[src/rtl/ddr_mon_pkg.sv]
package ddr_mon_pkg;

    localparam int CMD_N = 9;
    localparam int ERR_N = 6;

    typedef enum logic [3:0] {
        C_NOP   = 4'd0,
        C_ACT   = 4'd1,
        C_READ  = 4'd2,
        C_WRITE = 4'd3,
        C_BST   = 4'd4,
        C_PRE   = 4'd5,
        C_AREF  = 4'd6,
        C_SREF  = 4'd7,
        C_LMR   = 4'd8
    } cmd_e;

    typedef enum logic [2:0] {
        B_IDLE     = 3'd0,
        B_READ     = 3'd1,
        B_READ_AP  = 3'd2,
        B_WRITE    = 3'd3,
        B_WRITE_AP = 3'd4
    } burst_e;

    typedef enum logic {
        P_RUN  = 1'b0,
        P_SELF = 1'b1
    } pwr_e;

    localparam int ERR_LMR_BANK = 0;
    localparam int ERR_EMR_BUSY = 1;
    localparam int ERR_EARLY_RD = 2;
    localparam int ERR_BST      = 3;
    localparam int ERR_CLOSED   = 4;
    localparam int ERR_CKE_LOW  = 5;

endpackage

[src/rtl/ddr_cmd_decode.sv]
module ddr_cmd_decode
    import ddr_mon_pkg::*;
(
    input  logic cs_n,
    input  logic ras_n,
    input  logic cas_n,
    input  logic we_n,
    input  logic cke,
    input  logic hold_nop,
    output cmd_e cmd
);

    always_comb begin
        cmd = C_NOP;
        if (!cs_n && !hold_nop) begin
            unique case ({ras_n, cas_n, we_n})
                3'b111: cmd = C_NOP;
                3'b011: cmd = C_ACT;
                3'b101: cmd = C_READ;
                3'b100: cmd = C_WRITE;
                3'b110: cmd = C_BST;
                3'b010: cmd = C_PRE;
                3'b001: cmd = cke ? C_AREF : C_SREF;
                3'b000: cmd = C_LMR;
            endcase
        end
    end

endmodule

[src/rtl/ddr_bank_tracker.sv]
module ddr_bank_tracker #(
    parameter int NUM_BANKS = 4,
    localparam int BANK_W   = $clog2(NUM_BANKS)
) (
    input  logic                 clk,
    input  logic                 rst_n,
    input  logic                 open_req,
    input  logic [BANK_W-1:0]    open_idx,
    input  logic                 close_one,
    input  logic [BANK_W-1:0]    close_idx,
    input  logic                 close_all,
    input  logic                 close_ap,
    input  logic [BANK_W-1:0]    ap_idx,
    output logic [NUM_BANKS-1:0] open_vec
);

    for (genvar i = 0; i < NUM_BANKS; i++) begin : g_bank
        logic hit_close;
        logic hit_open;

        always_comb begin
            hit_close = close_all
                     || (close_one && (close_idx == BANK_W'(i)))
                     || (close_ap  && (ap_idx    == BANK_W'(i)));
            hit_open  = open_req && (open_idx == BANK_W'(i));
        end

        always_ff @(posedge clk) begin
            if (!rst_n)          open_vec[i] <= 1'b0;
            else if (hit_close)  open_vec[i] <= 1'b0;
            else if (hit_open)   open_vec[i] <= 1'b1;
        end
    end

endmodule

[src/rtl/ddr_burst_fsm.sv]
module ddr_burst_fsm
    import ddr_mon_pkg::*;
#(
    parameter int BANK_W = 2,
    parameter int CNT_W  = 3
) (
    input  logic              clk,
    input  logic              rst_n,
    input  logic              start_rd,
    input  logic              start_wr,
    input  logic              want_ap,
    input  logic              stop_rd,
    input  logic [BANK_W-1:0] bank_in,
    input  logic [CNT_W-1:0]  len,
    output burst_e            state,
    output logic              active,
    output logic              wr_phase,
    output logic              ap_close,
    output logic [BANK_W-1:0] ap_bank
);

    burst_e            st, st_n;
    logic [CNT_W-1:0]  cnt, cnt_n;
    logic [BANK_W-1:0] bank_q;
    logic              last;

    // state register
    always_ff @(posedge clk) begin
        if (!rst_n) begin
            st     <= B_IDLE;
            cnt    <= '0;
            bank_q <= '0;
        end else begin
            st  <= st_n;
            cnt <= cnt_n;
            if (start_rd || start_wr) bank_q <= bank_in;
        end
    end

    // next state
    always_comb begin
        st_n     = st;
        cnt_n    = cnt;
        ap_close = 1'b0;
        last     = (cnt == CNT_W'(1));
        if (st != B_IDLE) cnt_n = cnt - CNT_W'(1);
        unique case (st)
            B_IDLE: ;
            B_READ: begin
                if (stop_rd) begin
                    st_n  = B_IDLE;
                    cnt_n = '0;
                end else if (last) begin
                    st_n = B_IDLE;
                end
            end
            B_WRITE: if (last) st_n = B_IDLE;
            B_READ_AP, B_WRITE_AP: begin
                if (last) begin
                    st_n     = B_IDLE;
                    ap_close = 1'b1;
                end
            end
            default: st_n = B_IDLE;
        endcase
        if (start_rd || start_wr) begin
            // an interrupted auto-precharge burst still closes its bank
            if (st == B_READ_AP || st == B_WRITE_AP) ap_close = 1'b1;
            if (start_rd) st_n = want_ap ? B_READ_AP  : B_READ;
            else          st_n = want_ap ? B_WRITE_AP : B_WRITE;
            cnt_n = len;
        end
    end

    // outputs
    always_comb begin
        state    = st;
        active   = (st != B_IDLE);
        wr_phase = (st == B_WRITE) || (st == B_WRITE_AP);
        ap_bank  = bank_q;
    end

endmodule

[src/rtl/ddr_dll_timer.sv]
module ddr_dll_timer #(
    parameter int WAIT = 200,
    localparam int CW  = $clog2(WAIT + 1)
) (
    input  logic clk,
    input  logic rst_n,
    input  logic turn_on,
    input  logic turn_off,
    input  logic restart,
    output logic dll_on,
    output logic ready
);

    logic [CW-1:0] cnt;

    always_ff @(posedge clk) begin
        if (!rst_n) begin
            dll_on <= 1'b0;
            cnt    <= '0;
        end else begin
            if (turn_off)     dll_on <= 1'b0;
            else if (turn_on) dll_on <= 1'b1;
            if (turn_on || restart)     cnt <= CW'(1);
            else if (cnt != CW'(WAIT))  cnt <= cnt + CW'(1);
        end
    end

    always_comb ready = dll_on && (cnt == CW'(WAIT));

endmodule

[src/rtl/ddr_cmd_monitor.sv]
module ddr_cmd_monitor
    import ddr_mon_pkg::*;
#(
    parameter int NUM_BANKS = 4,
    parameter int ADDR_W    = 13,
    parameter int NUM_LANES = 8,
    parameter int DLL_WAIT  = 200,
    parameter int AP_BIT    = 10,
    localparam int BANK_W   = $clog2(NUM_BANKS),
    localparam int CNT_W    = 3
) (
    input  logic                 clk,
    input  logic                 rst_n,
    input  logic                 err_clr,
    input  logic                 cs_n,
    input  logic                 ras_n,
    input  logic                 cas_n,
    input  logic                 we_n,
    input  logic                 cke,
    input  logic [BANK_W-1:0]    ba,
    input  logic [ADDR_W-1:0]    addr,
    input  logic [NUM_LANES-1:0] dm,
    output logic [CMD_N-1:0]     cmd_onehot,
    output logic [ERR_N-1:0]     err_flags,
    output logic [NUM_BANKS-1:0] bank_open,
    output logic                 burst_active,
    output logic [NUM_LANES-1:0] lane_wr_en,
    output logic                 dll_on,
    output logic                 drive_reduced
);

    pwr_e   pwr, pwr_n;
    cmd_e   cmd;
    burst_e bst_state;
    logic   sr_exit;
    logic   act_go, rd_go, wr_go, bst_go, pre_go, lmr_go;
    logic   mr_ld, emr_ld, lmr_bad;
    logic   dll_ready, wr_phase, ap_close;
    logic [BANK_W-1:0]  ap_bank;
    logic [2:0]         bl_code;
    logic [CNT_W-1:0]   burst_len;
    logic [ERR_N-1:0]   err_new;

    ddr_cmd_decode u_dec (
        .cs_n    (cs_n),
        .ras_n   (ras_n),
        .cas_n   (cas_n),
        .we_n    (we_n),
        .cke     (cke),
        .hold_nop(pwr == P_SELF),
        .cmd     (cmd)
    );

    // power state register
    always_ff @(posedge clk) begin
        if (!rst_n) pwr <= P_RUN;
        else        pwr <= pwr_n;
    end

    // power next state
    always_comb begin
        pwr_n   = pwr;
        sr_exit = 1'b0;
        unique case (pwr)
            P_RUN:  if (cmd == C_SREF) pwr_n = P_SELF;
            P_SELF: if (cke) begin
                pwr_n   = P_RUN;
                sr_exit = 1'b1;
            end
        endcase
    end

    // command qualifiers
    always_comb begin
        act_go  = cke && (cmd == C_ACT);
        rd_go   = cke && (cmd == C_READ);
        wr_go   = cke && (cmd == C_WRITE);
        bst_go  = cke && (cmd == C_BST);
        pre_go  = cke && (cmd == C_PRE);
        lmr_go  = cke && (cmd == C_LMR);
        mr_ld   = lmr_go && (ba == BANK_W'(0));
        emr_ld  = lmr_go && (ba == BANK_W'(1));
        lmr_bad = lmr_go && !mr_ld && !emr_ld;
    end

    ddr_bank_tracker #(.NUM_BANKS(NUM_BANKS)) u_banks (
        .clk      (clk),
        .rst_n    (rst_n),
        .open_req (act_go),
        .open_idx (ba),
        .close_one(pre_go && !addr[AP_BIT]),
        .close_idx(ba),
        .close_all(pre_go && addr[AP_BIT]),
        .close_ap (ap_close),
        .ap_idx   (ap_bank),
        .open_vec (bank_open)
    );

    always_comb begin
        unique case (bl_code)
            3'd2:    burst_len = CNT_W'(2);
            3'd3:    burst_len = CNT_W'(4);
            default: burst_len = CNT_W'(1);
        endcase
    end

    ddr_burst_fsm #(.BANK_W(BANK_W), .CNT_W(CNT_W)) u_burst (
        .clk     (clk),
        .rst_n   (rst_n),
        .start_rd(rd_go),
        .start_wr(wr_go),
        .want_ap (addr[AP_BIT]),
        .stop_rd (bst_go),
        .bank_in (ba),
        .len     (burst_len),
        .state   (bst_state),
        .active  (burst_active),
        .wr_phase(wr_phase),
        .ap_close(ap_close),
        .ap_bank (ap_bank)
    );

    ddr_dll_timer #(.WAIT(DLL_WAIT)) u_dll (
        .clk     (clk),
        .rst_n   (rst_n),
        .turn_on (emr_ld && !addr[0]),
        .turn_off(emr_ld && addr[0]),
        .restart (sr_exit && dll_on),
        .dll_on  (dll_on),
        .ready   (dll_ready)
    );

    // mode register fields
    always_ff @(posedge clk) begin
        if (!rst_n) begin
            bl_code       <= 3'd1;
            drive_reduced <= 1'b0;
        end else begin
            if (mr_ld)  bl_code       <= addr[2:0];
            if (emr_ld) drive_reduced <= addr[1];
        end
    end

    // violation detection
    always_comb begin
        err_new               = '0;
        err_new[ERR_LMR_BANK] = lmr_bad;
        err_new[ERR_EMR_BUSY] = emr_ld && ((|bank_open) || burst_active);
        err_new[ERR_EARLY_RD] = rd_go && !dll_ready;
        err_new[ERR_BST]      = bst_go && (bst_state != B_READ);
        err_new[ERR_CLOSED]   = (rd_go || wr_go) && !bank_open[ba];
        err_new[ERR_CKE_LOW]  = !cke && (cmd != C_NOP) && (cmd != C_SREF);
    end

    always_ff @(posedge clk) begin
        if (!rst_n) err_flags <= '0;
        else        err_flags <= (err_clr ? '0 : err_flags) | err_new;
    end

    always_comb begin
        cmd_onehot = CMD_N'(1) << cmd;
        lane_wr_en = wr_phase ? ~dm : '0;
    end

endmodule

[config.mk]
export PLATFORM = sky130hd
export DESIGN_NAME = ddr_cmd_monitor
export DESIGN_NICKNAME = d
export VERILOG_FILES = /design/src/rtl/ddr_mon_pkg.sv /design/src/rtl/ddr_cmd_decode.sv /design/src/rtl/ddr_bank_tracker.sv /design/src/rtl/ddr_burst_fsm.sv /design/src/rtl/ddr_dll_timer.sv /design/src/rtl/ddr_cmd_monitor.sv
export SDC_FILE = /design/constraint.sdc
export NUM_CORES = 1
export LEC_CHECK = 0
export ABC_AREA = 1
export BUFFER_PORTS_ARGS = -buffer_cell sky130_fd_sc_hd__buf_4
export CORE_MARGIN = 2
export CORE_UTILIZATION = 55
export CTS_BUF_LIST = sky130_fd_sc_hd__clkbuf_16
export CTS_CLUSTER_DIAMETER = 200
export CTS_CLUSTER_SIZE = 25
export DETAILED_ROUTE_END_ITERATION = 16
export PLACE_DENSITY_LB_ADDON = 0.05
export SYNTH_ARGS = -nofsm -noshare
export SYNTH_HDL_FRONTEND = slang
export SYNTH_HIERARCHICAL = 1
export SYNTH_SLANG_ARGS = --single-unit
[constraint.sdc]
create_clock -name clk -period 4.7 [get_ports clk]
set_input_delay 0.705 -clock clk [delete_from_list [all_inputs] [get_ports clk]]
set_output_delay 0.705 -clock clk [all_outputs]
set_load 0.005 [all_outputs]
==> impl_metrics.json <==
{
  "synthSimpleGateAreaFrac": 0.444,
  "drive_gt1_frac": 0.250,
  "wire_per_inst_um": 11.0,
  "cts.sinks": 32,
  "yosys.area.top_type": "dfxtp_1",
  "seq_area_frac_synth": 0.311,
  "drt_iter0_drc": 133,
  "final.setup.worst_slack_ps": 1990,
  "globalplace.congestion": 0.844,
  "arrival_ps": 2890,
  "powerDensity_nw_per_um2": 287,
  "grt_pass1_vias": 1855,
  "maxSlewViolCount": 0,
  "grt_start_max_net_pins": 14,
  "rows": 22,
  "ant_nets": 0,
  "critPathKind": "in2reg",
  "syn2layout_area_growth_pct": 28.8,
  "synth_area_um2": 2060,
  "fin_worst_skew_ps": 3.64,
  "p_leak_nw": 1.24,
  "cts_tree": "yes",
  "ys.warnings.count": 6,
  "port_buffers": 51,
  "pre_cts_slack_ps": 1730,
  "fin_crit_sh": 0.578,
  "synth_top_family_by_area": "simple AND/OR/NAND/NOR gates",
  "synth_most_common_cell": "nor2_1",
  "finalHoldViolations": 0,
  "layoutNonFillerInstCount": 428,
  "antenna_found_initial": 0,
  "period_minus_slack_ps": 2710,
  "antenna_cells": 0,
  "route.detailed.drc": 0,
  "clk_pin_slew_ps": 50,
  "start_util": 0.566,
  "end_kind": "register",
  "max_freq_ghz": 0.368,
  "ctsResizeCount": 0,
  "cts_root_buf": "clkbuf_16",
  "syn_nets": 359,
  "cts_inserted_buffers": 5,
  "cap_viol_max_count": 0,
  "cp.required_ps": 4870,
  "worst_pin_slew_ps": 465,
  "synth_edf_count": 0,
  "core_area_um2": 3630,
  "top_layer": "met4",
  "yosys-top-cells-area": "dfxtp_1, nor2_1, nand2_1",
  "die_h_um": 65.2,
  "synth_seq_cells": 32,
  "syn_area_per_cell_um2": 6.37,
  "yosysUniqueCellTypes": 37,
  "setup_viol": 0,
  "cts.path.max_buffers": 2,
  "ys.flop_type": "dfxtp_1",
  "wl_met3_um": 183,
  "setup_tns_ps": 0,
  "synth-compound-area-share": 0.0870,
  "irDropWorstVdd_v": 0.000290,
  "met2_wirelength_mm": 2.28,
  "hp-class": "reg2reg",
  "synthXorXnorAreaFrac": 0.0128,
  "fp.dieW_um": 65.2,
  "hold_depth": 2,
  "postSynth.asyncResetShare": 0,
  "status": "complete, no violations",
  "grt_pass1_wl_mm": 7.90,
  "io_pins": 61,
  "hpwl_mm": 3.54,
  "die_area_um2": 4250,
  "relSlewSlack": 0.689,
  "first_pass_iters": 4,
  "wl_met1_mm": 2.24,
  "place_inst": 420,
  "start_kind": "input pin",
  "grtUsageTotal": 0.233,
  "synthCells": 323,
  "ctsHtreeMaxLevel": 2,
  "rsz0062_at_grt": "no",
  "wl_mm": 4.72,
  "ys_top_cells_by_count": "nor2_1, nand2_1, inv_1, dfxtp_1, nand3_1",
  "grt-ovfl-total": 0,
  "worst-path-max-fanout": 7,
  "synth_mux_area_frac": 0,
  "fill_cells": 329,
  "synth_adder_area_share": 0.0304,
  "cts-hold-fix-buffers": 0,
  "cts_setup_buffers": 0,
  "ff2ff_path_depth": 14,
  "clock_latency_ps": 270,
  "synth_top_area_frac": 0.311,
  "finalNetCount": 415,
  "num_vias": 2092,
  "viasPerCell": 4.89
}
[final timing paths]
check,end,slack (ps),startpoint
setup reg to reg,u_banks/open_vec[1]$_SDFFE_PP0P_,2200,pwr$_SDFF_PN0_
hold reg to reg,err_flags[5]$_SDFF_PN0_,470,err_flags[5]$_SDFF_PN0_
hold / removal,err_flags[5]$_SDFF_PN0_,470,err_flags[5]$_SDFF_PN0_
setup / recovery,u_banks/open_vec[1]$_SDFFE_PP0P_,1990,cs_n
[cell usage in the layout (no fill, tap or decap), types with 8 or more instances in the layout]
master	instances
dfxtp_1	32
inv_1	48
nand2_1	63
nor2_2	9
nand3_1	23
a21oi_1	16
nor2_1	65
nor3_1	8
buf_4	51
[worst max-delay path: stages]
cell and delay, ps:
buf_4 110, nor2_1 170, inv_1 80, nor2_1 390
nand2_2 130, inv_1 70, nand3_1 90, inv_1 110
nor2_4 60, o21ai_0 130, inv_1 120, nor3_1 410
nand3_1 140, nand3_1 110, nor2_1 40
[cell families after synthesis]
| group | count (synthesis) |
|---|---|
| compound gates | 32 |
| xor+xnor | 3 |
| fa+ha+maj | 5 |
| buf+inv | 59 |
| flops | 32 |
| simple gates | 192 |
[metal layers]
| layer | vias to the layer above | track usage |
|---|---|---|
| met2 | 35 | 0.409 |
| met4 | 0 | 0.0443 |
| met3 | 2 | 0.0565 |
| li1 | 1114 | - |
| met5 | - | 0 |
| met1 | 941 | 0.292 |
[state kept, by name, summed over array words and instances (netlist names)]
| name | cells |
|---|---|
| u_dll/cnt | 8 |
| err_flags | 6 |
| u_banks/open_vec | 4 |
| bl_code | 3 |
| u_burst/cnt | 3 |
| u_burst/state | 3 |
| u_burst/ap_bank | 2 |
| drive_reduced | 1 |
| pwr | 1 |
| u_dll/dll_on | 1 |
[report_power, final]
| group | leakage (nW) | switching [mW] | internal, mW | total, mW |
|---|---|---|---|---|
| logic | 0.904 | 0.0593 | 0.0443 | 0.104 |
| clock network | 0.0798 | 0.120 | 0.249 | 0.368 |
| registers | 0.259 | 0.00926 | 0.280 | 0.289 |
[metrics by stage]
step	power [mW]	hold WS, ps	area, um^2	utilization
2_1_floorplan	0.356	447	2060	-
3_3_place_gp	0.395	459	2480	0.683
3_5_place_dp	0.397	460	2480	0.683
4_1_cts	0.766	468	2650	0.729
5_1_grt	0.797	503	2650	0.729
6_report	0.761	465	2650	0.729
[area by class of cell]
cell class	count	area, um^2	share of cell area
Multi-Input combinational cell	232	1180	0.446
Sequential cell	32	641	0.242
Timing Repair Buffer	51	383	0.145
Inverter	57	216	0.0817
Clock buffer	5	125	0.0472
Tap cell	48	60.1	0.0227
Clock inverter	3	42.5	0.0161
Note: power is estimated with default switching activity, not from simulation.
